File: src/rtl/mapper_pkg.sv
package mapper_pkg;
   // Reset page for a slot: slots count down so that the last slot starts on page 0
   function automatic int unsigned reset_page(input int unsigned slot, input int unsigned nslot);
      return nslot - 1 - slot;
   endfunction
endpackage

File: src/rtl/mapper_port_decode.sv
module mapper_port_decode #(
   parameter int PORT_W    = 8,
   parameter int SLOT_BITS = 2,
   parameter logic [PORT_W-1:0] PORT_BASE = 8'hFC
) (
   input  logic [PORT_W-1:0]    port,
   output logic                 hit,
   output logic [SLOT_BITS-1:0] idx
);
   assign hit = (port[PORT_W-1:SLOT_BITS] == PORT_BASE[PORT_W-1:SLOT_BITS]);
   assign idx = port[SLOT_BITS-1:0];
endmodule

File: src/rtl/mapper_page_regs.sv
module mapper_page_regs
   import mapper_pkg::*;
#(
   parameter int SLOT_BITS = 2,
   parameter int PAGE_W    = 8,
   localparam int NSLOT    = 1 << SLOT_BITS
) (
   input  logic                   clk,
   input  logic                   rst_n,
   input  logic                   wr_en,
   input  logic [SLOT_BITS-1:0]   wr_idx,
   input  logic [PAGE_W-1:0]      wr_page,
   output logic [NSLOT-1:0][PAGE_W-1:0] pages
);
   for (genvar s = 0; s < NSLOT; s++) begin : g_slot
      localparam logic [PAGE_W-1:0] RST_PAGE = PAGE_W'(reset_page(s, NSLOT));
      always_ff @(posedge clk or negedge rst_n) begin
         if (!rst_n)
            pages[s] <= RST_PAGE;
         else if (wr_en && (wr_idx == SLOT_BITS'(s)))
            pages[s] <= wr_page;
      end
   end
endmodule

File: src/rtl/mapper_xlate.sv
module mapper_xlate #(
   parameter int CPU_AW    = 16,
   parameter int SLOT_BITS = 2,
   parameter int PAGE_W    = 8,
   localparam int NSLOT    = 1 << SLOT_BITS,
   localparam int OFF_W    = CPU_AW - SLOT_BITS,
   localparam int PHYS_W   = PAGE_W + OFF_W
) (
   input  logic [CPU_AW-1:0]            cpu_addr,
   input  logic [NSLOT-1:0][PAGE_W-1:0] pages,
   output logic [PHYS_W-1:0]            phys_addr
);
   logic [SLOT_BITS-1:0] slot;
   logic [OFF_W-1:0]     offset;

   assign slot      = cpu_addr[CPU_AW-1 -: SLOT_BITS];
   assign offset    = cpu_addr[OFF_W-1:0];
   assign phys_addr = {pages[slot], offset};
endmodule

File: src/rtl/page_mapper.sv
module page_mapper #(
   parameter int CPU_AW    = 16,
   parameter int SLOT_BITS = 2,
   parameter int PAGE_W    = 8,
   parameter int PORT_W    = 8,
   parameter logic [PORT_W-1:0] PORT_BASE = 8'hFC,
   localparam int NSLOT    = 1 << SLOT_BITS,
   localparam int PHYS_W   = PAGE_W + CPU_AW - SLOT_BITS
) (
   input  logic              clk,
   input  logic              rst_n,
   input  logic [CPU_AW-1:0] cpu_addr,
   input  logic              io_wr,
   input  logic [PORT_W-1:0] io_port,
   input  logic [PAGE_W-1:0] io_wdata,
   output logic [PHYS_W-1:0] phys_addr,
   output logic [PAGE_W-1:0] io_rdata,
   output logic              io_hit
);
   if (SLOT_BITS < 1 || SLOT_BITS >= CPU_AW) begin : g_bad_slots
      $error("page_mapper: SLOT_BITS out of range");
   end
   if (PORT_W <= SLOT_BITS) begin : g_bad_port
      $error("page_mapper: port width too small");
   end
   if (PORT_BASE[SLOT_BITS-1:0] != '0) begin : g_bad_base
      $error("page_mapper: PORT_BASE must be aligned to the slot count");
   end
   if (PAGE_W < SLOT_BITS) begin : g_bad_page
      $error("page_mapper: PAGE_W cannot hold reset pages");
   end

   logic [SLOT_BITS-1:0]         idx;
   logic [NSLOT-1:0][PAGE_W-1:0] pages;

   mapper_port_decode #(.PORT_W(PORT_W), .SLOT_BITS(SLOT_BITS), .PORT_BASE(PORT_BASE)) u_dec (
      .port(io_port), .hit(io_hit), .idx(idx)
   );

   mapper_page_regs #(.SLOT_BITS(SLOT_BITS), .PAGE_W(PAGE_W)) u_regs (
      .clk(clk), .rst_n(rst_n), .wr_en(io_wr && io_hit), .wr_idx(idx),
      .wr_page(io_wdata), .pages(pages)
   );

   mapper_xlate #(.CPU_AW(CPU_AW), .SLOT_BITS(SLOT_BITS), .PAGE_W(PAGE_W)) u_xl (
      .cpu_addr(cpu_addr), .pages(pages), .phys_addr(phys_addr)
   );

   assign io_rdata = io_hit ? pages[idx] : '0;
endmodule

File: config.mk
export PLATFORM = sky130hd
export DESIGN_NAME = page_mapper
export DESIGN_NICKNAME = d
export VERILOG_FILES = /design/src/rtl/mapper_pkg.sv /design/src/rtl/mapper_port_decode.sv /design/src/rtl/mapper_page_regs.sv /design/src/rtl/mapper_xlate.sv /design/src/rtl/page_mapper.sv
export SDC_FILE = /design/constraint.sdc
export NUM_CORES = 1
export LEC_CHECK = 0
export BUFFER_PORTS_ARGS = -buffer_cell sky130_fd_sc_hd__clkbuf_2
export CORE_MARGIN = 2
export CORE_UTILIZATION = 46
export CTS_BUF_LIST = sky130_fd_sc_hd__clkbuf_8
export DETAILED_ROUTE_END_ITERATION = 8
export PLACE_DENSITY = 0.81
export SYNTH_ARGS = -nofsm -noshare
export SYNTH_HDL_FRONTEND = slang
export SYNTH_HIERARCHICAL = 1
export SYNTH_SLANG_ARGS = --single-unit
File: constraint.sdc
create_clock -name clk -period 0.85 [get_ports clk]
set_input_delay 0.085 -clock clk [delete_from_list [all_inputs] [get_ports clk]]
set_output_delay 0.085 -clock clk [all_outputs]
set_load 0.005 [all_outputs]
## After elaboration in Yosys (flattened, before gate mapping)

Index checks and enable logic that the tools add are counted.
Widths: inputs -> output; s select.

- Logic and storage cells: 21
- Output and inout bits: 31
- Bits in registers: 32

- Magnitude comparators: 2
- Mux-type cells: 5
- Reduce and logical (&&, ||, !) cells: 6
- Eq/ne operators: 4

Operators with widths:

| kind | number |
|---|---|
| $bmux 8 s2 | 2 |
| $mux 8 | 3 |
| $eq 6x6->1 const B | 1 |
| $lt 2x3->1 const B | 2 |
| $logic_and 1x1->1 | 5 |
| $eq 2x2->1 const B | 2 |
| $eq 2x1->1 const B | 1 |
| $logic_not 2->1 | 1 |

## Logic depth before layout (Yosys ltp)

Gate-level depths: netlist of the first run.

- Depth in word-level cells: 3
- Mapped depth: 5

## Cells and area by module

Netlist of the first run, hierarchy kept.

Modules (own cells, without submodules):

| module | seq. area each (um^2) | cells each | instances | area an instance (um^2) |
|---|---|---|---|---|
| mapper_page_regs | 805.8 | 68 | 1 | 1217.4 |
| mapper_xlate | 0.0 | 24 | 1 | 301.5 |
| page_mapper | 0.0 | 30 | 1 | 261.5 |
| mapper_port_decode | 0.0 | 5 | 1 | 28.8 |

## Worst setup path before layout of the first run

Ideal clock, no wire load.

- Path type: in2reg
- Start point: input port io_port[5]
- End point: register u_regs/pages[2] (netlist name)
- Slack: -0.613 ns
- Data arrival time: 1.339 ns
- Buffers on the path: 0
- Required time: 0.725 ns
- Cell stages on the path: 5
- Cells stage by stage: nand4_1 > nor2_1 > and2_1 > nor3b_4 > mux2_2

- Longest elaborated chain between the ends: 3

Ends and longest elaborated chain:

| item | line | source |
|---|---|---|
| from (decl) | page_mapper.sv:14 | `input logic [PORT_W-1:0] io_port,` |
| $eq 6x6->1 | mapper_port_decode.sv:10 | `assign hit = (port[PORT_W-1:SLOT_BITS] == PORT_BASE[PORT_W-1:SLOT_BITS]);` |
| net io_hit | page_mapper.sv:18 | `output logic io_hit` |
| $logic_and 1x1->1 | page_mapper.sv:41 | `.clk(clk), .rst_n(rst_n), .wr_en(io_wr && io_hit), .wr_idx(idx),` |
| $logic_and 1x1->1 | mapper_page_regs.sv:20 | `else if (wr_en && (wr_idx == SLOT_BITS'(s)))` |
| to (signal, indexed assignment) | mapper_page_regs.sv:21 | `pages[s] <= wr_page;` |
| to (decl) | mapper_page_regs.sv:13 | `output logic [NSLOT-1:0][PAGE_W-1:0] pages` |

The timed path passes the listed nets, and every way through them passes these cells.
A chain may end at the register's enable or synchronous reset.

## Worst setup path in the final report of the first run

- Start point: register u_regs/pages[30] (netlist name)
- End point: output port phys_addr[20]

- Longest elaborated chain between the ends: 2

Ends and longest elaborated chain:

| item | line | source |
|---|---|---|
| $bmux 8 s2 | mapper_xlate.sv:18 | `assign phys_addr = {pages[slot], offset};` |
| $mux 8 (implied by the code) | mapper_xlate.sv:18 |  |
| to (decl) | page_mapper.sv:16 | `output logic [PHYS_W-1:0] phys_addr,` |

No other way between the ends. The select of a mux whose other input is x is not followed.

==> metrics.md, run 1 <==
| Metric | Value |
|---|---|
| Critical Path Fanout Max | `2` |
| Final Setup Violations | `48` |
| ANT cells | `0` |
| Fraction of layout cells with a size suffix above 1 | `between 70% and 80%` |
| Total Routing Usage GR | `a little over a fifth` |
| Critical Path Stages | `2` |
| H-tree Lvls | `2` |
| PD cells | `roughly 1500 nW/µm²` |
| Reg-to-Reg End | `u_regs/pages[27]$_DFFE_PN0P_` |
| Setup TNS | `-12.76 ns` |
| CP bufs+invs | `1` |
| Crit path largest cell delay | `between 0.4 and 0.5 ns` |
| DRC viols | `0` |
| Biggest regs | `u_regs/pages (32)` |
| Nature of the critical path endpoint | `output port` |
| Post-Route WL | `4477 µm` |
| Critical Path, Cell by Cell | `mux4_2 > clkbuf_2` |
| VDD IR max | `approximately 0.0011 V` |
| FF-to-FF Start | `u_regs/pages[27]$_DFFE_PN0P_` |
| Post-synth EDFFs | `0` |
| Worst hold path class | `in2reg` |
| Synth Flop Type | `dfrtp_1` |
| Number of global-route vias before repair | `1424` |
| Initial DRT Pass Iterations | `4` |
| IO buf count | `37` |
| Max reg flops | `32` |
| Clock tree root driver cell | `clkbuf_8` |
| Die Area | `4451 µm²` |
| Worst EP arrival | `around 1.3 ns` |
| RSZ-0062 raised after global routing | `yes` |
| Delay-heaviest family, CP | `multiplexers` |
| DRT iter0 DRCs | `32` |
| Violated checks | `setup timing` |
| Max cap viols | `0` |
| Most flop-heavy register | `u_regs/pages` |
| Outcome | `complete, but fails checks` |
| CTS tree | `done` |
| Wire length per cell | `roughly 19 µm` |
| Slew margin rel. | `between 80% and 90%` |
| Static Leak | `around 1.3 nW` |
| Max Slew Vio Count | `0` |
| Asr flop ratio synth | `100.0%` |
| Slew @ Worst Pin | `0.2869 ns` |
| Nets | `223` |
| Hold Violations, Final | `0` |
| Area grow syn2layout | `35.20%` |
| Die Width | `66.72 µm` |
| DIE HEIGHT | `about 67 µm` |
| CTS max path bufs | `2` |
| Detailed-placement wirelength estimate | `about 3100 µm` |
| Routability cong. | `0.7817` |
| Post-Syn Nets | `162` |
| Register area share after synthesis | `44.54%` |
| Antenna Nets Post-Route | `0` |
| Crit-path slowest cell | `mux4_2` |
| Clk sinks | `32` |
| Vias | `1309` |
| Clk_lat worst skew | `0.28 ns` |
| Initial antenna violation count | `0` |
| Global route overflow | `0` |
| Cts bufs inserted | `5` |
| Setup WS post-layout | `-0.5336 ns` |
| Design Power | `approximately 0.0036 W` |
| FMAX | `around 720 MHz` |
| Syn_area_per_cell | `14.25 µm²` |
| Cells after synthesis | `approximately 130` |
| Core Region | `roughly 3700 µm²` |
| Via density | `5.523` |
| Setup crit start | `u_regs/pages[30]$_DFFE_PN0P_` |
| R2R cell count | `3` |
| Startpoint Class | `register` |
| Worst endpoint required time | `~0.76 ns` |
| Synth unique cells | `19` |
| Reg2reg setup slack | `-0.15 ns` |
| Syn. warnings | `6` |
| Final Critical Period | `1.384 ns` |
| Effective utilization at floorplan | `48.69%` |
| Fin crit share | `162.8%` |
| Crit Path Category | `reg2out` |
| Hold_ws | `~0.083 ns` |
| CP endpoint | `phys_addr[20]` |
| IO Count | `66` |
| Hold wc startpoint | `io_wdata[3]` |
| Global-route wire length before repair | `between 7000 and 8000 µm` |
| FF+latch count, synth | `32` |
| FP Rows | `22` |
| Clock skew | `0 ns` |
| Reg clk slew, reported paths | `~0.06 ns` |
| Cell area after synthesis | `1809 µm²` |
| Largest net degree at the start of global routing | `33` |
==> metal layers <==
layer	wire length (µm)	up-vias	global-route usage (%)	share of wire, %
li1	-	585	-	-
met1	1764	655	26.61	39
met2	2333	53	38.63	52
met3	304	16	4.561	6.8
met4	74	0	6.888	1.7
met5	0	-	0	0
==> synthesized netlist by cell type, types with 2 or more instances <==
| master | instances | area share, % |
|---|---|---|
| mux2_2 | 32 | 20 |
| nand3b_2 | 2 | 1.2 |
| nand2_1 | 2 | 0.42 |
| o22ai_1 | 8 | 2.8 |
| buf_6 | 2 | 1.2 |
| dfrtp_1 | 28 | 39 |
| dfstp_2 | 4 | 5.8 |
| mux2i_1 | 16 | 8.9 |
| buf_4 | 16 | 6.6 |
| mux4_2 | 8 | 10 |
==> cell families (layout without fill, tap and decap cells) <==
group	after synthesis	after routing	share of synthesized area [%]
multiplexers	56	56	38.73
flip-flops	32	32	44.54
AND/OR/NAND/NOR	10	10	4.496
AO/OA/AOI/OAI	8	8	2.766
buffers and inverters	21	83	9.474
==> through the flow <==
stage / setup WS, ns / cell area, µm² / utilization [%] / instances
after floorplan: -0.5019 / 1818 / - / 127
after global placement: -0.4993 / 2116 / 56.94 / 218
after detailed placement: -0.5454 / 2116 / 56.94 / 218
after CTS: -0.5432 / 2396 / 64.48 / 235
after global routing: -0.5702 / 2446 / 65.82 / 237
final: -0.5336 / 2446 / 65.82 / 237
==> where the power goes <==
group          switching [W]  internal [W]
combinational       0.000209      0.000319
clock               0.000556      0.000857
sequential         0.0000484       0.00160
==> cell type report <==
class	count	area, µm²
fillers	272	1270
well taps	48	60.06
multi-input cells	74	900.9
clock buffers	5	68.82
repair buffers	75	571.8
flip-flops and latches	32	805.8
clock inverters	3	38.79
==> worst reg2reg max path: stages (launching register included) <==
cell and delay [ns]:
dfrtp_1 0.39, buf_6 0.12, buf_4 0.12, mux2_2 0.25
==> layout by cell type (no fill, tap or decap), drive strengths merged <==
cell type / n
and2: 1
buf: 44
bufinv: 1
clkbuf: 35
clkinv: 1
dfrtp: 28
dfstp: 4
dlygate4sd3: 1
inv: 1
mux2: 32
mux2i: 16
mux4: 8
nand2: 2
nand2b: 1
nand3: 1
nand3b: 2
nand4: 1
nor2: 1
nor3b: 1
o22ai: 8
==> how the worst min path moves through the flow <==
stage                                         endpoint  slack [ns]  cells after the start
final                     u_regs/pages[19]$_DFFE_PN0P_        0.08                      2
after floorplan           u_regs/pages[10]$_DFFE_PN0P_       -0.21                      0
after global routing      u_regs/pages[19]$_DFFE_PN0P_        0.08                      2
after CTS                  u_regs/pages[7]$_DFFE_PN0P_        0.08                      2
after global placement    u_regs/pages[23]$_DFFE_PN0P_        0.05                      2
after detailed placement  u_regs/pages[18]$_DFFE_PN0P_        0.06                      2
==> timing repair <==
item                                   in CTS  in global routing
hold buffers                                1                  0
resized for setup                          24                 10
pin swaps                                   3                  6
setup buffers                               8                  2
endpoints found under the hold margin      32                  0
setup endpoints to repair                  48                 48
(Power assumes the default switching activity.)
==> run 2: changes to the inputs <==
Settings changed: ABC_CLOCK_PERIOD_IN_PS set to 850, CORE_ASPECT_RATIO set to 1.4, CORE_UTILIZATION 46 to 44, CTS_BUF_LIST sky130_fd_sc_hd__clkbuf_8 to sky130_fd_sc_hd__clkbuf_16, PLACE_DENSITY 0.81 to 0.78.
==> metrics.md, run 2 (same netlist as run 1, synthesis figures left out) <==
| Metric | Value |
|---|---|
| Final Critical Period | `1.367 ns (was 1.384 ns)` |
| Critical Path, Cell by Cell | `mux4_2 > clkbuf_2 (unchanged)` |
| Final Setup Violations | `48 (unchanged)` |
| ANT cells | `0 (unchanged)` |
| Worst Hold Path EP | `u_regs/pages[31]$_DFFE_PN0P_ (was u_regs/pages[19]$_DFFE_PN0P_)` |
| Worst hold path class | `in2reg (unchanged)` |
| Area grow syn2layout | `37.28% (was 35.20%)` |
| Critical Path Fanout Max | `3 (was 2)` |
| Initial antenna violation count | `0 (unchanged)` |
| VDD IR max | `0.001607 V (was 0.001067 V)` |
| Reg2reg setup slack | `-0.13 ns (was -0.15 ns)` |
| Most flop-heavy register | `u_regs/pages (unchanged)` |
| Via density | `5.661 (was 5.523)` |
| Min-Delay Path Depth | `2 (unchanged)` |
| Total Routing Usage GR | `21.70% (was 21.86%)` |
| Fraction of layout cells with a size suffix above 1 | `69.47% (was 70.90%)` |
| Crit path largest cell delay | `0.48 ns (was 0.49 ns)` |
| Max reg flops | `32 (unchanged)` |
| Reg-to-Reg End | `u_regs/pages[18]$_DFFE_PN0P_ (was u_regs/pages[27]$_DFFE_PN0P_)` |
| Static Leak | `1.294 nW (was 1.267 nW)` |
| CTS tree | `done (unchanged)` |
| Vias | `1319 (was 1309)` |
| GR peak layer | `met2 (unchanged)` |
| Startpoint Class | `register (unchanged)` |
| Hold wc startpoint | `io_wdata[7] (was io_wdata[3])` |
| Die Area | `4648 µm² (was 4451 µm²)` |
| Setup slack at placement | `-0.5430 ns (was -0.5454 ns)` |
| Biggest regs | `u_regs/pages (32) (unchanged)` |
| Core Region | `3953 µm² (was 3716 µm²)` |
| Most common cell after layout, fill and taps aside | `clkbuf_2 (unchanged)` |
| Routability cong. | `0.8022 (was 0.7817)` |
| IO Count | `66 (unchanged)` |
| PD cells | `1679 nW/µm² (was 1469 nW/µm²)` |
| Met3 Use GR | `5.673% (was 4.561%)` |
| Met2 Use GR | `38.07% (was 38.63%)` |
| Outcome | `complete, but fails checks (unchanged)` |
| Slew margin rel. | `72.14% (was 80.87%)` |
| FMAX | `731.4 MHz (was 722.7 MHz)` |
| RSZ-0062 raised after global routing | `yes (unchanged)` |
| DIE HEIGHT | `79.87 µm (was 66.72 µm)` |
| Crit-path slowest cell | `mux4_2 (unchanged)` |
| Effective utilization at floorplan | `45.77% (was 48.69%)` |
| Max Slew Vio Count | `0 (unchanged)` |
| Violated checks | `setup timing (unchanged)` |
| Largest net degree at the start of global routing | `19 (was 33)` |
| DRC viols | `0 (unchanged)` |
| Global-route wire length before repair | `7217 µm (was 7038 µm)` |
| Nets | `224 (was 223)` |
| Reg clk slew, reported paths | `0.05 ns (was 0.06 ns)` |
| R2R cell count | `3 (unchanged)` |
| Clk sinks | `32 (unchanged)` |
| Setup WS post-layout | `-0.5173 ns (was -0.5336 ns)` |
| Hold_ws | `0.08704 ns (was 0.08313 ns)` |
| Wire length per cell | `19.43 µm (was 18.89 µm)` |
| Fillers | `289 (was 272)` |
| Worst endpoint required time | `0.76 ns (about the same)` |
| Global route overflow | `0 (unchanged)` |
| Die Width | `58.20 µm (was 66.72 µm)` |
| Antenna Nets Post-Route | `0 (unchanged)` |
| Worst EP arrival | `1.28 ns (was 1.30 ns)` |
| Clock skew | `0 ns (unchanged)` |
| Fin crit share | `160.9% (was 162.8%)` |
| Detailed-placement wirelength estimate | `3091 µm (was 3066 µm)` |
| Hold Violations, Final | `0 (unchanged)` |
| Met1 Use GR | `23.60% (was 26.61%)` |
| CTS max path bufs | `2 (unchanged)` |
| Clock tree root driver cell | `clkbuf_16 (was clkbuf_8)` |
| H-tree Lvls | `2 (unchanged)` |
| Post-Route WL | `4527 µm (was 4477 µm)` |
| Clk_lat worst skew | `0.28 ns (about the same)` |
| DRT iter0 DRCs | `40 (was 32)` |
| Nature of the critical path endpoint | `output port (unchanged)` |
| Most frequent cells in the layout | `clkbuf_2, dfrtp_1, buf_4 (was clkbuf_2, dfrtp_1, mux2_2)` |
| Crit Path Category | `reg2out (unchanged)` |
| FP Rows | `27 (was 22)` |
| IO buf count | `37 (unchanged)` |
| Slew @ Worst Pin | `0.4179 ns (was 0.2869 ns)` |
| Number of global-route vias before repair | `1448 (was 1424)` |
| Max cap viols | `0 (unchanged)` |
| Cts bufs inserted | `5 (unchanged)` |
| Initial DRT Pass Iterations | `4 (unchanged)` |
| FF-to-FF Start | `u_regs/pages[18]$_DFFE_PN0P_ (was u_regs/pages[27]$_DFFE_PN0P_)` |
[run 2: changes by cell type in the layout (fill, tap and decap cells not counted), sizes merged]
cell	delta
clkbuf	+4
buf	-3
[run 2: metal layers]
metal	wire length, µm	vias to the layer above
li1	-	582
met2	2445	37
met3	226	19
met4	133	0
met5	0	-
met1	1722	681
[run 2: what timing repair did]
item	4_1_cts	5_1_grt
endpoints found under the hold margin	10	0
hold buffers	1	0
setup buffers	6	1
pin swaps	7	5
resized for setup	20	9
setup endpoints to repair	48	48
[run 2: layout make-up]
class                   count  area, µm²  area share (%)
clock buffers               5      125.1           5.038
clock inverters             3      38.79           1.562
multi-input cells          74      899.6           36.22
flip-flops and latches     32      805.8           32.44
well taps                  43      53.80           2.166
repair buffers             76      560.5           22.57
[run 2: worst max-delay path by stage]
stage / start / end / slack [ns] / cells past startpoint
after global placement: io_port[5] / u_regs/pages[7]$_DFFE_PN0P_ / -0.55 / 7
after detailed placement: io_port[4] / u_regs/pages[5]$_DFFE_PN0P_ / -0.54 / 7
after global routing: u_regs/pages[29]$_DFFE_PN0P_ / phys_addr[19] / -0.56 / 2
after CTS: u_regs/pages[29]$_DFFE_PN0P_ / phys_addr[19] / -0.53 / 2
final: u_regs/pages[29]$_DFFE_PN0P_ / phys_addr[19] / -0.52 / 2
after floorplan: io_port[5] / u_regs/pages[2]$_DFFE_PN0P_ / -0.50 / 5
[run 2: through the flow]
stage | power (W) | TNS [ns] | instances | instance area, µm² | util (%)
6_report | 0.004171 | -12.20 | 233 | 2484 | 62.84
5_1_grt | 0.004305 | -14.56 | 233 | 2484 | 62.84
4_1_cts | 0.004209 | -12.08 | 232 | 2447 | 61.92
3_5_place_dp | 0.002120 | -18.15 | 217 | 2140 | 54.13
3_3_place_gp | 0.002095 | -18.23 | 217 | 2140 | 54.13
2_1_floorplan | 0.001949 | -10.59 | 127 | 1818 | -
[run 2: critical path, delay by kind of cell (launching register included)]
family,cells,cell delay [ns]
multiplexers,1,0.48
buffers and inverters,1,0.13
flip-flops,1,0.40
[run 2: report_power, final]
| group | internal, W | switching (W) | total [W] |
|---|---|---|---|
| clock | 0.00136 | 0.000650 | 0.00201 |
| combinational | 0.000298 | 0.000200 | 0.000499 |
| sequential | 0.00161 | 0.0000513 | 0.00166 |
==> run 3: changes to the inputs <==
Settings changed: PLACE_DENSITY 0.78 to 0.75.
==> metrics.md, run 3 (same netlist as run 1, synthesis figures left out) <==
| Metric | Value |
|---|---|
| Outcome | `complete, but fails checks (unchanged)` |
| Violated checks | `setup timing (unchanged)` |
| Reg clk slew, reported paths | `0.05 ns (about the same)` |
| Crit path largest cell delay | `0.48 ns (about the same)` |
| Power share of the clock group | `43.5% (was 48.3%)` |
| M1 WL | `1887 µm (was 1722 µm)` |
| IO buf count | `37 (unchanged)` |
| Most flop-heavy register | `u_regs/pages (unchanged)` |
| Met2 wire len | `2646 µm (was 2445 µm)` |
| Worst EP arrival | `1.28 ns (about the same)` |
| Clock skew | `0 ns (unchanged)` |
| Initial DRT Pass Iterations | `4 (unchanged)` |
| Global route overflow | `0 (unchanged)` |
| Core Region | `3953 µm² (unchanged)` |
| Post-Route WL | `4938 µm (was 4527 µm)` |
| Antenna Nets Post-Route | `0 (unchanged)` |
| Static Leak | `1.317 nW (was 1.294 nW)` |
| Area grow syn2layout | `40.87% (was 37.28%)` |
| Clk sinks | `32 (unchanged)` |
| Effective utilization at floorplan | `45.77% (unchanged)` |
| Nature of the critical path endpoint | `output port (unchanged)` |
| Number of global-route vias before repair | `1597 (was 1448)` |
| RSZ-0062 raised after global routing | `yes (unchanged)` |
| Max reg flops | `32 (unchanged)` |
| Max layer used | `met4 (unchanged)` |
| Setup crit start | `u_regs/pages[30]$_DFFE_PN0P_ (was u_regs/pages[29]$_DFFE_PN0P_)` |
| Setup slack at placement | `-0.5495 ns (was -0.5430 ns)` |
| Most frequent cells in the layout | `clkbuf_2, buf_4, dfrtp_1 (was clkbuf_2, dfrtp_1, buf_4)` |
| Fin crit share | `161.1% (was 160.9%)` |
| Detailed-placement wirelength estimate | `3148 µm (was 3091 µm)` |
| Crit-path slowest cell | `mux4_2 (unchanged)` |
| Critical Path, Cell by Cell | `mux4_2 > clkbuf_2 (unchanged)` |
| Slew margin rel. | `76.57% (was 72.14%)` |
| Routed met3 length | `245 µm (was 226 µm)` |
| Net Sw Frac | `23.48% (was 21.63%)` |
| Via density | `5.725 (was 5.661)` |
| Cts bufs inserted | `5 (unchanged)` |
| Hold_ws | `0.09015 ns (was 0.08704 ns)` |
| Max cap viols | `0 (unchanged)` |
| Initial antenna violation count | `0 (unchanged)` |
| Worst endpoint required time | `0.76 ns (about the same)` |
| FP Rows | `27 (unchanged)` |
| CTS tree | `done (unchanged)` |
| VDD IR max | `0.001691 V (was 0.001607 V)` |
| Die Area | `4648 µm² (unchanged)` |
| Setup WS post-layout | `-0.5196 ns (was -0.5173 ns)` |
| Most common cell after layout, fill and taps aside | `clkbuf_2 (unchanged)` |
| Critical Path Fanout Max | `2 (was 3)` |
| R2R cell count | `2 (was 3)` |
| Die Width | `58.20 µm (unchanged)` |
| Vias | `1374 (was 1319)` |
| Hold wc startpoint | `io_wdata[1] (was io_wdata[7])` |
| DIE HEIGHT | `79.87 µm (unchanged)` |
| Global-route wire length before repair | `7748 µm (was 7217 µm)` |
| P_sw | `0.0009206 W (was 0.0009020 W)` |
| Final Critical Period | `1.370 ns (was 1.367 ns)` |
| Largest net degree at the start of global routing | `22 (was 19)` |
| Logic pwr share | `14.2% (was 12.0%)` |
| Final Setup Violations | `48 (unchanged)` |
| DRT iter0 DRCs | `17 (was 40)` |
| Crit Path Category | `reg2out (unchanged)` |
| CTS max path bufs | `2 (unchanged)` |
| Reg-to-Reg End | `u_regs/pages[5]$_DFFE_PN0P_ (was u_regs/pages[18]$_DFFE_PN0P_)` |
| Biggest regs | `u_regs/pages (32) (unchanged)` |
| ANT cells | `0 (unchanged)` |
| Min-Delay Path Depth | `2 (unchanged)` |
| IO Count | `66 (unchanged)` |
| Hold Violations, Final | `0 (unchanged)` |
| Max Slew Vio Count | `0 (unchanged)` |
| Routability cong. | `0.7820 (was 0.8022)` |
| DRC viols | `0 (unchanged)` |
| Int Pwr | `0.003000 W (was 0.003269 W)` |
| Clk_lat worst skew | `0.28 ns (about the same)` |
| PD cells | `1538 nW/µm² (was 1679 nW/µm²)` |
| Total Routing Usage GR | `23.29% (was 21.70%)` |
| FF-to-FF Start | `u_regs/pages[5]$_DFFE_PN0P_ (was u_regs/pages[18]$_DFFE_PN0P_)` |
| FMAX | `730.2 MHz (was 731.4 MHz)` |
| Wire length per cell | `20.58 µm (was 19.43 µm)` |
| Worst Hold Path EP | `u_regs/pages[1]$_DFFE_PN1P_ (was u_regs/pages[31]$_DFFE_PN0P_)` |
| Slew @ Worst Pin | `0.3514 ns (was 0.4179 ns)` |
| Clock tree root driver cell | `clkbuf_16 (unchanged)` |
| Worst hold path class | `in2reg (unchanged)` |
| Reg power frac | `42.2% (was 39.7%)` |
| H-tree Lvls | `2 (unchanged)` |
| Startpoint Class | `register (unchanged)` |
| Fraction of layout cells with a size suffix above 1 | `72.08% (was 69.47%)` |
| Reg2reg setup slack | `-0.08 ns (was -0.13 ns)` |
| Nets | `231 (was 224)` |
## run 3: cell types whose count changed in the layout (fill, tap and decap cells not counted), sizes merged
cell,change
buf,+7
clkinv,+2
bufinv,-1
inv,-1
## run 3: worst max-delay path by stage
stage,endpoint
floorplan,u_regs/pages[2]$_DFFE_PN0P_
CTS,phys_addr[16]
global placement,u_regs/pages[2]$_DFFE_PN0P_
global route,phys_addr[16]
finish,phys_addr[20]
detailed placement,u_regs/pages[7]$_DFFE_PN0P_
## run 3: layout make-up
class                   count  area (µm²)
repair buffers             83       628.1
clock inverters             3       13.76
well taps                  43       53.80
flip-flops and latches     32       805.8
fillers                   289        1404
clock buffers               5       125.1
multi-input cells          74       922.1
## run 3: power groups by stage
| stage | sequential [W] | clock (W) | combinational [W] |
|---|---|---|---|
| 2_1_floorplan | 0.00167 | 0 | 0.000283 |
| 3_3_place_gp | 0.00167 | 0 | 0.000461 |
| 3_5_place_dp | 0.00167 | 0 | 0.000478 |
| 4_1_cts | 0.00165 | 0.00172 | 0.000529 |
| 5_1_grt | 0.00166 | 0.00178 | 0.000596 |
| 6_report | 0.00166 | 0.00171 | 0.000557 |
## run 3: per-stage QoR
step	std cells	utilization (%)	power, W	instance area [µm²]	TNS, ns
3_3_place_gp	225	55.97	0.002128	2212	-18.16
5_1_grt	240	64.48	0.004041	2549	-14.54
3_5_place_dp	225	55.97	0.002152	2212	-19.58
4_1_cts	239	62.84	0.003897	2484	-12.83
2_1_floorplan	127	-	0.001949	1818	-10.59
6_report	240	64.48	0.003921	2549	-12.69
## run 3: routing by layer
metal / GRT usage, % / vias up
met5: 0 / -
met4: 12.79 / 0
met3: 4.214 / 20
met2: 40.23 / 52
met1: 26.68 / 701
li1: - / 601
## run 3: repair_timing
item	4_1_cts	5_1_grt
setup endpoints to repair	48	48
buffers inserted	5	2
hold endpoints to repair	14	0
pin swaps	9	6
gates resized for setup	19	13
hold buffers	1	0
## run 3: critical path, delay by kind of cell, from the launching register on
family	cells	cell delay, ns
flip-flops	1	0.41
buffers and inverters	1	0.12
multiplexers	1	0.48
